<file path="src/rtl/pwm_step_pkg.sv">
package pwm_step_pkg;
  // round-half-up of step * 2^cnt_w / steps
  function automatic int unsigned step_to_cmp(int unsigned step, int unsigned steps,
                                              int unsigned cnt_w);
    return (((step << cnt_w) * 2) + steps) / (2 * steps);
  endfunction
endpackage

</file>
<file path="src/rtl/btn_conditioner.sv">
module btn_conditioner #(
  parameter int unsigned DEB_CNT = 8
) (
  input  logic clk_i,
  input  logic rst_ni,
  input  logic btn_i,
  output logic press_o
);
  localparam int unsigned DEB_W = $clog2(DEB_CNT + 1);

  logic [1:0]       sync_q;
  logic             stable_q;
  logic [DEB_W-1:0] cnt_q;
  logic             press_q;
  logic             accept;

  assign accept = (sync_q[1] != stable_q) && (cnt_q == DEB_W'(DEB_CNT - 1));

  always_ff @(posedge clk_i or negedge rst_ni) begin
    if (!rst_ni) begin
      sync_q   <= '0;
      stable_q <= 1'b0;
      cnt_q    <= '0;
      press_q  <= 1'b0;
    end else begin
      sync_q  <= {sync_q[0], btn_i};
      press_q <= accept && sync_q[1];
      if (sync_q[1] == stable_q) begin
        cnt_q <= '0;
      end else if (accept) begin
        stable_q <= sync_q[1];
        cnt_q    <= '0;
      end else begin
        cnt_q <= cnt_q + 1'b1;
      end
    end
  end

  assign press_o = press_q;


  single_press_chk: assert property (@(posedge clk_i) disable iff (!rst_ni)
    press_o |=> !press_o);


  stable_hold_chk: assert property (@(posedge clk_i) disable iff (!rst_ni)
    (sync_q[1] != stable_q) && (cnt_q != DEB_W'(DEB_CNT - 1)) |=> $stable(stable_q));
endmodule

</file>
<file path="src/rtl/duty_stepper.sv">
module duty_stepper #(
  parameter int unsigned STEPS  = 10,
  parameter int unsigned STEP_W = 4
) (
  input  logic              clk_i,
  input  logic              rst_ni,
  input  logic              press_i,
  output logic [STEP_W-1:0] step_o
);
  localparam logic [STEP_W-1:0] TOP = STEP_W'(STEPS);

  logic [STEP_W-1:0] step_q;

  always_ff @(posedge clk_i or negedge rst_ni) begin
    if (!rst_ni)      step_q <= '0;
    else if (press_i) step_q <= (step_q == TOP) ? '0 : step_q + 1'b1;
  end

  assign step_o = step_q;


  step_range_chk: assert property (@(posedge clk_i) disable iff (!rst_ni)
    step_q <= TOP);


  step_hold_chk: assert property (@(posedge clk_i) disable iff (!rst_ni)
    !press_i |=> $stable(step_q));


  step_inc_chk: assert property (@(posedge clk_i) disable iff (!rst_ni)
    press_i && (step_q != TOP) |=> step_q == $past(step_q) + 1'b1);


  step_wrap_chk: assert property (@(posedge clk_i) disable iff (!rst_ni)
    press_i && (step_q == TOP) |=> step_q == '0);
endmodule

</file>
<file path="src/rtl/period_counter.sv">
module period_counter #(
  parameter int unsigned CNT_W = 8
) (
  input  logic             clk_i,
  input  logic             rst_ni,
  output logic [CNT_W-1:0] cnt_o,
  output logic             wrap_o
);
  logic [CNT_W-1:0] cnt_q;

  always_ff @(posedge clk_i or negedge rst_ni) begin
    if (!rst_ni) cnt_q <= '0;
    else         cnt_q <= cnt_q + 1'b1;
  end

  assign cnt_o  = cnt_q;
  assign wrap_o = &cnt_q;


  period_wrap_chk: assert property (@(posedge clk_i) disable iff (!rst_ni)
    wrap_o |=> cnt_o == '0);
endmodule

</file>
<file path="src/rtl/pwm_channel.sv">
module pwm_channel #(
  parameter int unsigned CNT_W  = 8,
  parameter int unsigned STEPS  = 10,
  parameter int unsigned STEP_W = 4
) (
  input  logic              clk_i,
  input  logic              rst_ni,
  input  logic [CNT_W-1:0]  cnt_i,
  input  logic              wrap_i,
  input  logic [STEP_W-1:0] step_i,
  output logic              pwm_o
);
  localparam int unsigned CMP_W = CNT_W + 1;
  localparam int unsigned LUT_N = 2 ** STEP_W;

  logic [CMP_W-1:0] lut [LUT_N];
  logic [CMP_W-1:0] act_q;
  logic [CMP_W-1:0] cmp_nxt;

  for (genvar i = 0; i < LUT_N; i++) begin : g_lut
    localparam int unsigned SI = (i > STEPS) ? STEPS : i;
    assign lut[i] = CMP_W'(pwm_step_pkg::step_to_cmp(SI, STEPS, CNT_W));
  end

  assign cmp_nxt = lut[step_i];

  // shadow compare: reload only at period boundary
  always_ff @(posedge clk_i or negedge rst_ni) begin
    if (!rst_ni)     act_q <= '0;
    else if (wrap_i) act_q <= cmp_nxt;
  end

  assign pwm_o = {1'b0, cnt_i} < act_q;


  cmp_shadow_chk: assert property (@(posedge clk_i) disable iff (!rst_ni)
    !wrap_i |=> $stable(act_q));


  rise_at_wrap_chk: assert property (@(posedge clk_i) disable iff (!rst_ni)
    wrap_i && (cmp_nxt != '0) |=> pwm_o);


  low_until_wrap_chk: assert property (@(posedge clk_i) disable iff (!rst_ni)
    !pwm_o && !wrap_i |=> !pwm_o);
endmodule

</file>
<file path="src/rtl/pwm_step_bank.sv">
module pwm_step_bank #(
  parameter int unsigned N_CH    = 4,
  parameter int unsigned CNT_W   = 8,
  parameter int unsigned STEPS   = 10,
  parameter int unsigned DEB_CNT = 8,
  localparam int unsigned STEP_W = $clog2(STEPS + 1)
) (
  input  logic                     clk_i,
  input  logic                     rst_ni,
  input  logic [N_CH-1:0]          btn_i,
  output logic [N_CH-1:0]          pwm_o,
  output logic [N_CH*STEP_W-1:0]   duty_o
);
  logic [CNT_W-1:0] cnt;
  logic             wrap;

  period_counter #(.CNT_W(CNT_W)) u_period (
    .clk_i (clk_i),
    .rst_ni(rst_ni),
    .cnt_o (cnt),
    .wrap_o(wrap)
  );

  for (genvar g = 0; g < N_CH; g++) begin : g_ch
    logic              press;
    logic [STEP_W-1:0] step;

    btn_conditioner #(.DEB_CNT(DEB_CNT)) u_btn (
      .clk_i  (clk_i),
      .rst_ni (rst_ni),
      .btn_i  (btn_i[g]),
      .press_o(press)
    );

    duty_stepper #(.STEPS(STEPS), .STEP_W(STEP_W)) u_step (
      .clk_i  (clk_i),
      .rst_ni (rst_ni),
      .press_i(press),
      .step_o (step)
    );

    pwm_channel #(.CNT_W(CNT_W), .STEPS(STEPS), .STEP_W(STEP_W)) u_pwm (
      .clk_i (clk_i),
      .rst_ni(rst_ni),
      .cnt_i (cnt),
      .wrap_i(wrap),
      .step_i(step),
      .pwm_o (pwm_o[g])
    );

    assign duty_o[g*STEP_W +: STEP_W] = step;
  end
endmodule

</file>
<file path="config.mk">
export PLATFORM = sky130hd
export DESIGN_NAME = pwm_step_bank
export DESIGN_NICKNAME = d
export VERILOG_FILES = /design/src/rtl/pwm_step_pkg.sv /design/src/rtl/btn_conditioner.sv /design/src/rtl/duty_stepper.sv /design/src/rtl/period_counter.sv /design/src/rtl/pwm_channel.sv /design/src/rtl/pwm_step_bank.sv
export SDC_FILE = /design/constraint.sdc
export NUM_CORES = 1
export LEC_CHECK = 0
export BUFFER_PORTS_ARGS = -buffer_cell sky130_fd_sc_hd__buf_4
export CAP_MARGIN = 25
export CELL_PAD_IN_SITES_DETAIL_PLACEMENT = 0
export CELL_PAD_IN_SITES_GLOBAL_PLACEMENT = 1
export CORE_UTILIZATION = 35
export CTS_CLUSTER_DIAMETER = 50
export CTS_CLUSTER_SIZE = 30
export DETAILED_ROUTE_END_ITERATION = 16
export PLACE_DENSITY_LB_ADDON = 0.12
export SYNTH_ARGS = -nofsm -noshare
export SYNTH_HDL_FRONTEND = slang
export SYNTH_SLANG_ARGS = --single-unit
</file>
<file path="constraint.sdc">
create_clock -name clk_i -period 2.6 [get_ports clk_i]
set_clock_uncertainty 0.1 [all_clocks]
set_input_delay 0.52 -clock clk_i [delete_from_list [all_inputs] [get_ports clk_i]]
set_output_delay 0.52 -clock clk_i [all_outputs]
set_load 0.05 [all_outputs]
</file>
---- Word level (Yosys, flattened, before mapping) ----
Memory sizes are Yosys's and may differ from the RTL's. A register that Yosys moved wholly into a read port is not among the register bits.
Index checks and enable logic that the tools add are counted.
operators by class
  add/subtract/negate cells ............... 9
  $lt $le $gt $ge ......................... 4
  equal/unequal tests ..................... 16
  muxes and demuxes ....................... 12
  bitwise logic cells ..................... 8
  reduce and logical (&&, ||, !) cells .... 17
operators by type and width
  kind                                                  count
  2-to-1 mux 4 bit                                      12
  < comparator 8 x 9 -> 1 bit                           4
  adder 4 x 1 -> 4 bit (second input constant)          8
  NOT 4 -> 5 bit                                        4
  equality test 4 x 3 -> 1 bit (second input constant)  4
  equality test 4 bit (second input constant)           4
  adder 8 x 1 -> 8 bit (second input constant)          1
  logical AND 1 bit                                     8
  AND reduction 2 bit                                   4
  AND reduction 8 bit                                   1
  equality test 1 bit                                   4
  zero test 1 bit                                       4
  inequality test 1 bit                                 4
  NOT 1 bit                                             4
word-level totals
  register bits after elaboration ......... 56
  bits in read-only memories .............. 576
  bits of input ports ..................... 6
  output and inout port bits .............. 20
  word-level logic and storage cells ...... 91
  memories ................................ 4
memory list
  memory           words  width  read ports  clocked after Yosys merged registers in  wr ports  line               text
  (no name shown)  16     9      1           1                                        0         pwm_channel.sv:25  assign cmp_nxt = lut[step_i];
  (no name shown)  16     9      1           1                                        0         pwm_channel.sv:25
  (no name shown)  16     9      1           1                                        0         pwm_channel.sv:25
  (no name shown)  16     9      1           1                                        0         pwm_channel.sv:25

---- Longest topological paths before layout ----
  depth after elaboration ................. 4
  depth in mapped cells ................... 7
  depth with buffers taken out ............ 6

---- Modules after synthesis ----
Synthesis repeated with hierarchy kept, for this count alone.
unflattened totals
  cells, all modules ...................... 499
  area, all modules ....................... 5,176.2 µm²
modules (own cells, without submodules)
  module                               instances  cells an instance  area an instance (µm²)  sequential area each (µm²)
  pwm_channel                          4          77                 695.7                   200.2
  btn_conditioner (g_ch[1].u_btn ...)  3          22                 315.3                   200.2
  duty_stepper                         4          20                 200.2                   100.1
  period_counter                       1          24                 329.1                   200.2
  btn_conditioner (g_ch[0].u_btn)      1          21                 317.8                   200.2

---- Least setup slack after synthesis ----
Ideal clock, no wire load.
  path type ............................... register to output
  start ................................... register u_period.cnt_q[1] (netlist: u_period.cnt_o[1])
  end ..................................... output port pwm_o[0]
  arrival time ............................ 1.624 ns
  required time ........................... 1.980 ns
  path slack .............................. 0.356 ns
  stages on the path, launching flop included .. 7
  buffers on the path ..................... 1
  cells stage by stage .................... dfrtp_1 ha_1 o21ai_0 a21oi_1 a2111oi_0 o32a_1 buf_4
on the way
  longest elaborated chain between the ends .. 1
ends and longest elaborated chain
  what                         line                  text
  from (decl)                  period_counter.sv:9   logic [CNT_W-1:0] cnt_q;
  from (signal assigned)       period_counter.sv:13  else cnt_q <= cnt_q + 1'b1;
  < comparator 8 x 9 -> 1 bit  pwm_channel.sv:33     assign pwm_o = {1'b0, cnt_i} < act_q;
  to (decl)                    pwm_step_bank.sv:11   output logic [N_CH-1:0] pwm_o,
No other way between the ends.

---- Final worst setup path ----
  start ................................... register u_period.cnt_q[1] (netlist: u_period.cnt_o[1])
  end ..................................... output port pwm_o[3]
The elaborated chain is that of the path after synthesis.

==> impl_results.md <==
* CP Class: flip-flop to output pin
* Post-route ant nets at 0
* Post-CTS setup buffer count at 0
* # diodes at 0
* Endpoints failing setup at 0
* Final hold vios at 0
* Startpoint Class: flip-flop
* Worst Path Arrival at 1890 ps
* Root Buffer: clkbuf_16
* Post-synth top area cell: dfrtp_1
* FP Rows at 42
* Core Area at 13400 um^2
* Syn-to-layout area delta at 14.76%
* Pwr/cell area at 657.5 nW/um^2
* Pre-CTS setup slack at 221.1 ps
* Leakage power at 0.002368 uW
* Main synth FF type: dfrtp_1
* Hpwl dp at 6542 um
* Status: completed
* H-tree depth at 3
* Number of synthesized flops with an enable pin at 0
* Die Span Y at 119.7 um
* Max-slew violations at 0
* Worst-Margin Slew at 578.2 ps
* Syn Inst Count at 483
* Number of synthesized register bits at 88
* Final WS setup at 89.13 ps
* Fin util at 41.53%
* Design Area, Final at 5565 um^2
* Critical Path, Cell by Cell: buf_4 > ha_1 > a211oi_1 > o21ai_0 > a21oi_1 > buf_4
* Maximum vdd ir drop at 0.3005 mV
* Period utilization at 96.57%
* Async SR Flop Fraction at 100.0%
* Max Clock Freq at 0.3983 GHz
* Synth cell types at 43
* DR iter-0 viols at 137
* Gp weighted congestion at 0.7620
* I/O Pins at 26
* Clock Latency Late Sink at 350 ps
* Initial DRT Pass Iterations at 4
* Syn Nets at 538
* TritonCTS clock tree: done
* Vias in the first global route at 3380
* Setup TNS at 0 ps
* Die Width at 119.7 um
* CTS clock-pin slew for the worst setup and hold paths at 60 ps
* DR vias at 3458
* Clock buffer count from CTS at 9
* Yosys Warn Count at 0
* Area after DPL at 5218 um^2
* RSZ-0062 raised after global routing: yes
* CP max FO at 6
* Largest net degree at the start of global routing at 40
* Top post-synthesis cells by area: dfrtp_1 45%, ha_1 13%, o21ai_0 4.5%
* Starting Density at 36.19%
* Max-Slew Margin vs Limit at 61.45%
* Initial antenna violation count at 0
* Overall Global Routing Usage at 14.79%
* Critical Path End Type: output pin
* Final Critical Period at 2511 ps
* CP max stage cell: dfrtp_1
* CP most frequent cell: buf_4
* Filler instances at 1360
* Max-cap violations at 0
* Clk buf depth at 2
* HP Class: input pin to asynchronous set/reset pin
* Critical path required time at 1980 ps
* DRC Markers at 0
* Port Buf Inserts at 25
* Gr ovfl total at 0
* Final nets at 560
* Die area at 14330 um^2
* Sequential share of the synthesized area at 45.41%
* Post-Syn Area at 4850 um^2
* Clk sinks at 88
* Slowest stage delay, CP at 380 ps
* First-pass GRT wire length at 16520 um
* Synth top area share at 45.41%
* Drt total wl at 9614 um
* Syn avg cell area at 10.04 um^2
* Vias per inst at 5.041
* Layout cell share with drive strength beyond 1 at 11.76%
* WL per Instance at 14.01 um
==> power by group <==
| group | switching [uW] | internal (uW) | leakage [uW] | total [uW] |
|---|---|---|---|---|
| sequential | 136 | 1500 | 0.00118 | 1640 |
| clock | 540 | 849 | 0.000159 | 1390 |
| combinational | 367 | 265 | 0.00103 | 632 |
| total | 1040 | 2620 | 0.00237 | 3660 |
==> path summary, 6_finish.rpt <==
kind | start | to | slack [ps] | cells after the start
setup / recovery | u_period.cnt_o[1] | pwm_o[3] | 90 | 6
hold / removal | rst_ni | g_ch[1].u_step.step_o[3] | 30 | 1
setup reg to reg | u_period.cnt_o[0] | g_ch[0].u_pwm.act_q[6] | 470 | 5
hold reg to reg | g_ch[0].u_btn.sync_q[0] | g_ch[0].u_btn.sync_q[1] | 250 | 0
max in group asynchronous | rst_ni | g_ch[0].u_btn.sync_q[0] | 1740 | 2
min in group clk_i | btn_i[1] | g_ch[1].u_btn.sync_q[0] | 180 | 1
==> worst max-delay path: cells and delay by family, from the launching register on <==
kind | cells | cell delay, ps
AO/OA/AOI/OAI | 3 | 500
adder cells (fa/ha/maj) | 1 | 290
buffers and inverters | 2 | 380
flip-flops | 1 | 380
==> final cells by class <==
cell class	count	area [um^2]	share of cell area, %
clock buffer	14	284.0	5.103
clock inverter	2	35.03	0.6295
inverter	36	135.1	2.428
multi-input combinational	338	2431	43.68
sequential	88	2203	39.59
tap	176	220.2	3.957
timing repair buffer	32	256.5	4.609
==> registers in the layout, summed over array words and instances (netlist names) <==
name	flops
g_ch.u_pwm.act_q	32
g_ch.u_btn.cnt_q	16
g_ch.u_step.step_o	16
g_ch.u_btn.sync_q	8
u_period.cnt_o	8
g_ch.u_btn.press_o	4
g_ch.u_btn.stable_q	4
==> layer usage <==
layer / vias to the layer above / global-route usage [%] / wire (um)
met4: 0 / 7.031 / 194
met5: - / 0 / 0
li1: 1750 / - / -
met1: 1677 / 19.81 / 4920
met3: 13 / 3.042 / 174
met2: 18 / 22.80 / 4325
==> cells by family after synthesis <==
kind of cell               synth area share [%]
and+or+nand+nor                           13.31
muxes                                     4.283
DFF                                       45.41
AOI/OAI and AO/OA                         16.87
adders and majority gates                 12.64
buffers and inverters                     4.953
xor gates and xnor gates                  2.528
==> repair_timing <==
action | 4_1_cts | 5_1_grt
hold buffers | 0 | 0
gates resized for setup | 3 | 5
pin swaps | 2 | 2
endpoints found under the setup margin | 1 | 4
endpoints found under the hold margin | 0 | 0
==> through the flow <==
step                      total power [uW]  std cells  hold WS (ps)
final                                 3659        686         32.78
after detailed placement              2303        670         237.0
after global placement                2292        670         232.4
after floorplan                       2104        483         124.4
after global routing                  3865        686         72.81
after CTS                             3722        686         49.72
==> cell usage in the layout (no fill, tap or decap), drive strengths merged, types with 2 or more instances in the layout <==
cell type and instances:
a211oi 8, a22o 2, nand2 36, nor2 21, nand3 16, and4b 3
o311a 2, dfrtp 88, buf 32, xnor2 11, o211ai 15, o221ai 5
a21o 6, o21ai 46, nand3b 4, inv 36, nand2b 14, a21oi 31
or3 4, nor3 6, nor3b 10, ha 49, mux2i 14, a21boi 8
clkbuf 14, mux2 6, o21a 3, xor2 3, nor2b 8
==> cells in the mapped netlist (all sizes together), types with 5 or more instances <==
library cell and instances:
ha 49, o211ai 15, o221ai 5, mux2i 14, a21boi 8, nand2b 14
xnor2 11, mux2 6, a211oi 8, nand3 16, nor3 6, nand2 36
nor2b 8, o21ai 46, nor2 21, nor3b 10, inv 36, clkbuf 12
a21oi 31, dfrtp 88, buf 9, a21o 6
Note: power is estimated with default switching activity, not from simulation.
